### config.mk
export PLATFORM = sky130hd
export DESIGN_NAME = earlyOutDivider
export DESIGN_NICKNAME = d
export VERILOG_FILES = /design/src/rtl/divPkg.sv /design/src/rtl/divDatapath.sv /design/src/rtl/divCtrl.sv /design/src/rtl/earlyOutDivider.sv
export SDC_FILE = /design/constraint.sdc
export NUM_CORES = 1
export LEC_CHECK = 0
export BUFFER_PORTS_ARGS = -buffer_cell sky130_fd_sc_hd__buf_2
export CAP_MARGIN = 25
export CORE_MARGIN = 1
export CORE_UTILIZATION = 35
export CTS_CLUSTER_DIAMETER = 60
export DETAILED_ROUTE_END_ITERATION = 10
export GPL_ROUTABILITY_DRIVEN = 0
export SLEW_MARGIN = 20
export SYNTH_ARGS = -nofsm -noshare
export SYNTH_HDL_FRONTEND = slang
export SYNTH_SLANG_ARGS = --single-unit
### constraint.sdc
create_clock -name clk -period 2.9 [get_ports clk]
set_clock_uncertainty 0.15 [all_clocks]
set_input_delay 0.29 -clock clk [delete_from_list [all_inputs] [get_ports clk]]
set_output_delay 0.29 -clock clk [all_outputs]
set_load 0.005 [all_outputs]
### src/rtl/divPkg.sv
package divPkg;
  typedef enum logic [2:0] {
    ST_IDLE,
    ST_SETUP,
    ST_ALIGN,
    ST_ITER,
    ST_FIX
  } divState_t;

  // Per-cycle commands from the sequencer to the datapath
  typedef struct packed {
    logic load;   // capture raw operands and skip count
    logic prep;   // form operand magnitudes
    logic align;  // pre-shift over redundant bytes
    logic step;   // one restoring iteration
    logic fix;    // sign correction and result register
  } divStrobes_t;
endpackage

### src/rtl/divDatapath.sv
module divDatapath
  import divPkg::*;
#(
  parameter int WIDTH    = 32,
  parameter int BYTE     = 8,
  parameter int MAX_SKIP = 3,
  localparam int SKIP_W  = $clog2(MAX_SKIP + 1)
) (
  input  logic              clk,
  input  logic              rstN,
  input  divStrobes_t       stb,
  input  logic              isSigned,
  input  logic [WIDTH-1:0]  dividend,
  input  logic [WIDTH-1:0]  divisor,
  output logic [SKIP_W-1:0] skipBytes,
  output logic [WIDTH-1:0]  quotient,
  output logic [WIDTH-1:0]  remainder
);
  logic [WIDTH-1:0]  opA, opB, quoR, remR, divMag;
  logic              sgnMode;
  logic [SKIP_W-1:0] skipReg, skipCalc;

  // Count redundant leading bytes of the incoming dividend
  always_comb begin
    logic [WIDTH-1:0] diffBits;
    skipCalc = '0;
    diffBits = isSigned ? (dividend ^ {WIDTH{dividend[WIDTH-1]}}) : dividend;
    for (int j = 1; j <= MAX_SKIP; j++) begin
      if (isSigned) begin
        if ((diffBits >> (WIDTH - 1 - BYTE * j)) == '0) skipCalc = SKIP_W'(j);
      end else begin
        if ((diffBits >> (WIDTH - BYTE * j)) == '0) skipCalc = SKIP_W'(j);
      end
    end
  end

  logic negA, negB, zeroDiv;
  assign negA    = sgnMode & opA[WIDTH-1];
  assign negB    = sgnMode & opB[WIDTH-1];
  assign zeroDiv = (opB == '0);

  logic [WIDTH:0]   shifted;
  logic [WIDTH+1:0] trial;
  assign shifted = {remR, quoR[WIDTH-1]};
  assign trial   = {1'b0, shifted} - {2'b0, divMag};

  always_ff @(posedge clk or negedge rstN) begin
    if (!rstN) begin
      opA       <= '0;
      opB       <= '0;
      sgnMode   <= 1'b0;
      skipReg   <= '0;
      quoR      <= '0;
      remR      <= '0;
      divMag    <= '0;
      quotient  <= '0;
      remainder <= '0;
    end else begin
      if (stb.load) begin
        opA     <= dividend;
        opB     <= divisor;
        sgnMode <= isSigned;
        skipReg <= skipCalc;
      end
      if (stb.prep) begin
        remR   <= '0;
        quoR   <= negA ? (~opA + 1'b1) : opA;
        divMag <= negB ? (~opB + 1'b1) : opB;
      end
      if (stb.align) quoR <= quoR << (BYTE * skipReg);
      if (stb.step) begin
        if (!trial[WIDTH+1]) begin
          remR <= trial[WIDTH-1:0];
          quoR <= {quoR[WIDTH-2:0], 1'b1};
        end else begin
          remR <= shifted[WIDTH-1:0];
          quoR <= {quoR[WIDTH-2:0], 1'b0};
        end
      end
      if (stb.fix) begin
        if (zeroDiv) begin
          quotient  <= '1;
          remainder <= opA;
        end else begin
          quotient  <= (negA ^ negB) ? (~quoR + 1'b1) : quoR;
          remainder <= negA ? (~remR + 1'b1) : remR;
        end
      end
    end
  end

  assign skipBytes = skipReg;
endmodule

### src/rtl/divCtrl.sv
module divCtrl
  import divPkg::*;
#(
  parameter int WIDTH    = 32,
  parameter int BYTE     = 8,
  parameter int MAX_SKIP = 3,
  localparam int SKIP_W  = $clog2(MAX_SKIP + 1),
  localparam int CNT_W   = $clog2(WIDTH + 1)
) (
  input  logic              clk,
  input  logic              rstN,
  input  logic              start,
  input  logic [SKIP_W-1:0] skipBytes,
  output divStrobes_t       stb,
  output logic              busy,
  output logic              done
);
  divState_t        state, nextState;
  logic [CNT_W-1:0] iterCnt;

  always_comb begin
    nextState = state;
    stb       = '0;
    unique case (state)
      ST_IDLE: if (start) begin
        stb.load  = 1'b1;
        nextState = ST_SETUP;
      end
      ST_SETUP: begin
        stb.prep  = 1'b1;
        nextState = (skipBytes != '0) ? ST_ALIGN : ST_ITER;
      end
      ST_ALIGN: begin
        stb.align = 1'b1;
        nextState = ST_ITER;
      end
      ST_ITER: begin
        stb.step = 1'b1;
        if (iterCnt == CNT_W'(1)) nextState = ST_FIX;
      end
      ST_FIX: begin
        stb.fix   = 1'b1;
        nextState = ST_IDLE;
      end
      default: nextState = ST_IDLE;
    endcase
  end

  always_ff @(posedge clk or negedge rstN) begin
    if (!rstN) begin
      state   <= ST_IDLE;
      iterCnt <= '0;
      done    <= 1'b0;
    end else begin
      state <= nextState;
      done  <= stb.fix;
      if (state == ST_SETUP)
        iterCnt <= CNT_W'(WIDTH) - CNT_W'(BYTE * int'(skipBytes));
      else if (stb.step)
        iterCnt <= iterCnt - 1'b1;
    end
  end

  assign busy = (state != ST_IDLE);
endmodule

### src/rtl/earlyOutDivider.sv
module earlyOutDivider
  import divPkg::*;
#(
  parameter int WIDTH    = 32,
  parameter int BYTE     = 8,
  parameter int MAX_SKIP = 3,
  localparam int SKIP_W  = $clog2(MAX_SKIP + 1)
) (
  input  logic             clk,
  input  logic             rstN,
  input  logic             start,
  input  logic             isSigned,
  input  logic [WIDTH-1:0] dividend,
  input  logic [WIDTH-1:0] divisor,
  output logic             busy,
  output logic             done,
  output logic [WIDTH-1:0] quotient,
  output logic [WIDTH-1:0] remainder
);
  divStrobes_t       stb;
  logic [SKIP_W-1:0] skipBytes;

  divCtrl #(.WIDTH(WIDTH), .BYTE(BYTE), .MAX_SKIP(MAX_SKIP)) u_ctrl (
    .clk(clk), .rstN(rstN), .start(start), .skipBytes(skipBytes),
    .stb(stb), .busy(busy), .done(done)
  );

  divDatapath #(.WIDTH(WIDTH), .BYTE(BYTE), .MAX_SKIP(MAX_SKIP)) u_dp (
    .clk(clk), .rstN(rstN), .stb(stb), .isSigned(isSigned),
    .dividend(dividend), .divisor(divisor), .skipBytes(skipBytes),
    .quotient(quotient), .remainder(remainder)
  );
endmodule

==> impl_metrics.toml <==
[detailed_routing]
top_layer = "met4"
met1_length_um = 21000
wirelength_um = 47700
dr.pass1.iters = 5
routed-wl-met3_um = 2560
dr_wl_met2_um = 23000
vias = 14358
vias_per_cell = 5.39
drc = 0
dr.first_iter.drc_count = 1067
ant_nets = 0
wl_per_cell_um = 17.9

[run_status]
outcome = "finished with violations"
violations = "setup timing"

[sta]
hold_viol = 0
setup_viol = 18
period_share = 1.05
layout_min_cycle_time_ps = 3040
finalWorstSetupSlack_ps = -136
slew_viol_final = 0
worst_pin_slew_ps = 769
worst_slew_margin_rel = 0.487
grt_setup_unrepaired = "yes"
fmax_mhz = 329

[place]
port_buffers = 133
placed_cell_area_um2 = 17100
place_inst = 2533
place_ws_ps = -190
dp_hpwl_um = 35000

[setup_path]
crit_slowest_cell = "or4_4"
worstPathCellList = "or4_4 > nor4_4 > or4b_4 > or2_1 > or4_4 > buf_4 > nand2_2 > xor2_1 > o21ai_0"
critPathKind = "reg2reg"
worstRegToRegCells = 9
cp.required_ps = 3140
cpPeakStageDelay_ps = 560
end_kind = "flop"
cp-start-kind = "flop"
crit_fanout = 3
cpMostUsedCell = "or4_4"
cp.arrival_ps = 3270

[hold_path]
hold_depth = 5
hold_path_class = "in2reg"

[synth]
synth_cell_type_count = 70
avgSynthCellArea_um2 = 8.12
synth_nets = 1931
synth.top_cell.area_share = 0.400
synthArstFlopShare = 1.00
syn_area_um2 = 14800
yosys_warnings = 0
synth_top_cell_by_area = "dfrtp_1"
synth-main-ff-cell = "dfrtp_1"
synth_cells = 1823
synthTopCellsByArea = "dfrtp_1, nand2_1, o21ai_0"
synth-seq-area-share = 0.400
synth_edf_count = 0
ys_ff_latch = 237

[power_and_ir_drop]
peakVddDrop_uv = 664
p_per_area_nw_per_um2 = 1250
p_leak_nw = 8.78
finalPower_mw = 24.0

[layout]
synthToLayoutAreaGrowth_pct = 29.8
final_common_cell = "nand2_1"
nets = 2216
layout-drive-gt1-share = 0.202
final_cell_area_um2 = 19200
diodes = 0
utilization = 0.466
final_cell_mix = "nand2_1, dfrtp_1, o21ai_0"
fin_cells = 2665

[cts]
cts_root_buffer = "clkbuf_16"
cts_buffers = 34
clock_latency_ps = 550
clockBufferDepth = 3
cts_tree = "done"
clkSinkCount = 237
clk_pin_slew_ps = 60
ctsHtreeMaxLevel = 2

[floorplan]
die_w_um = 208
std_cell_rows = 74
die-area_um2 = 43100
start_util = 0.359
io_pins = 134
die_h_um = 208
coreArea_um2 = 41300

[grt]
grt_pass1_vias = 14028
grt_max_degree = 77
antenna_found_initial = 0
grt_use_total = 0.218
overflow = 0
grt_pass1_wl_um = 75500

[job]
drv_cap = 0
-- stage by stage --
stage | setup TNS, ps | hold WS, ps
finish | -1200 | 93.8
CTS | -664 | 85.9
global placement | -1190 | 144
floorplan | -571 | -156
detailed placement | -1640 | 153
global route | -2660 | 103
-- final cells by class --
| cell class | count | area, µm² |
|---|---|---|
| clock inverter | 11 | 90.1 |
| fill | 3991 | 22100 |
| tap | 532 | 666 |
| timing repair buffer | 366 | 2760 |
| multi-input combinational | 1400 | 8510 |
| inverter | 69 | 259 |
| clock buffer | 50 | 1010 |
| sequential | 237 | 5930 |
-- worst paths after layout --
path                       slack, ps           start                 to
max                             -140    u_dp.opB[17]    u_dp.divMag[27]
min                               90           start    u_ctrl.state[0]
max reg2reg                     -140    u_dp.opB[17]    u_dp.divMag[27]
min reg2reg                      320  u_dp.divMag[8]     u_dp.divMag[8]
max in group asynchronous       1610            rstN      u_dp.remR[26]
min in group asynchronous        150            rstN  u_dp.remainder[3]
-- worst max-delay path, delay by kind of cell, from the launching register on --
family	cells	cell delay (ps)
xor gates and xnor gates	1	130
DFF	1	380
and+or+nand+nor	6	1980
buffers and inverters	1	160
AOI/OAI and AO/OA	1	90
-- routing by layer --
layer	up-vias	global-route usage
met1	6917	0.280
li1	6966	-
met3	75	0.0345
met5	-	0
met2	400	0.377
met4	0	0.0628
-- cells in the mapped netlist, types with 11 or more instances --
cell type	instances
o221ai_1	11
o22ai_1	11
a21o_1	16
nor2_1	130
clkbuf_1	104
o41ai_1	14
nand4_1	12
a31oi_1	47
o31ai_1	23
xnor2_1	65
xor2_1	76
o21ai_0	211
or4_1	11
inv_1	69
a21oi_1	93
ha_1	39
nor3_1	31
nor4_1	15
nand3_1	18
nor2b_1	14
a32oi_1	13
or3_1	16
mux2i_1	19
nand2_1	377
o22a_1	12
dfrtp_1	237
-- what timing repair did --
action                                 in CTS  in global routing
endpoints found under the hold margin     133                  0
pin swaps                                   2                 23
hold buffers                               66                  0
resized for setup                          14                 64
setup endpoints to repair                  38                 83
buffers inserted                            0                  3
cloned                                      0                  2
-- power breakdown --
group | leakage [nW] | switching (mW) | internal, mW | total, mW
logic | 5.20 | 7.80 | 6.16 | 14.0
clock network | 0.542 | 1.61 | 2.45 | 4.06
registers | 3.04 | 1.37 | 4.58 | 5.95
total | 8.78 | 10.8 | 13.2 | 24.0
-- registers in the layout, indices dropped and copies added (netlist names) --
register / count
u_ctrl.state: 3
u_dp.quoR: 32
u_dp.divMag: 32
u_dp.sgnMode: 1
u_dp.remainder: 32
u_ctrl.iterCnt: 6
u_dp.quotient: 32
u_dp.opA: 32
u_dp.skipBytes: 2
u_dp.opB: 32
u_dp.remR: 32
u_ctrl.done: 1
-- cells by family after synthesis --
group                    count (synthesis)  share of synthesized area
buffers and inverters                  186                     0.0479
AND/OR/NAND/NOR                        669                      0.198
AO/OA/AOI/OAI                          529                      0.221
multiplexers                            21                     0.0144
adder cells (fa/ha/maj)                 40                     0.0343
XOR/XNOR                               141                     0.0834
flip-flops                             237                      0.400
Power figures use the tool's default switching activity.
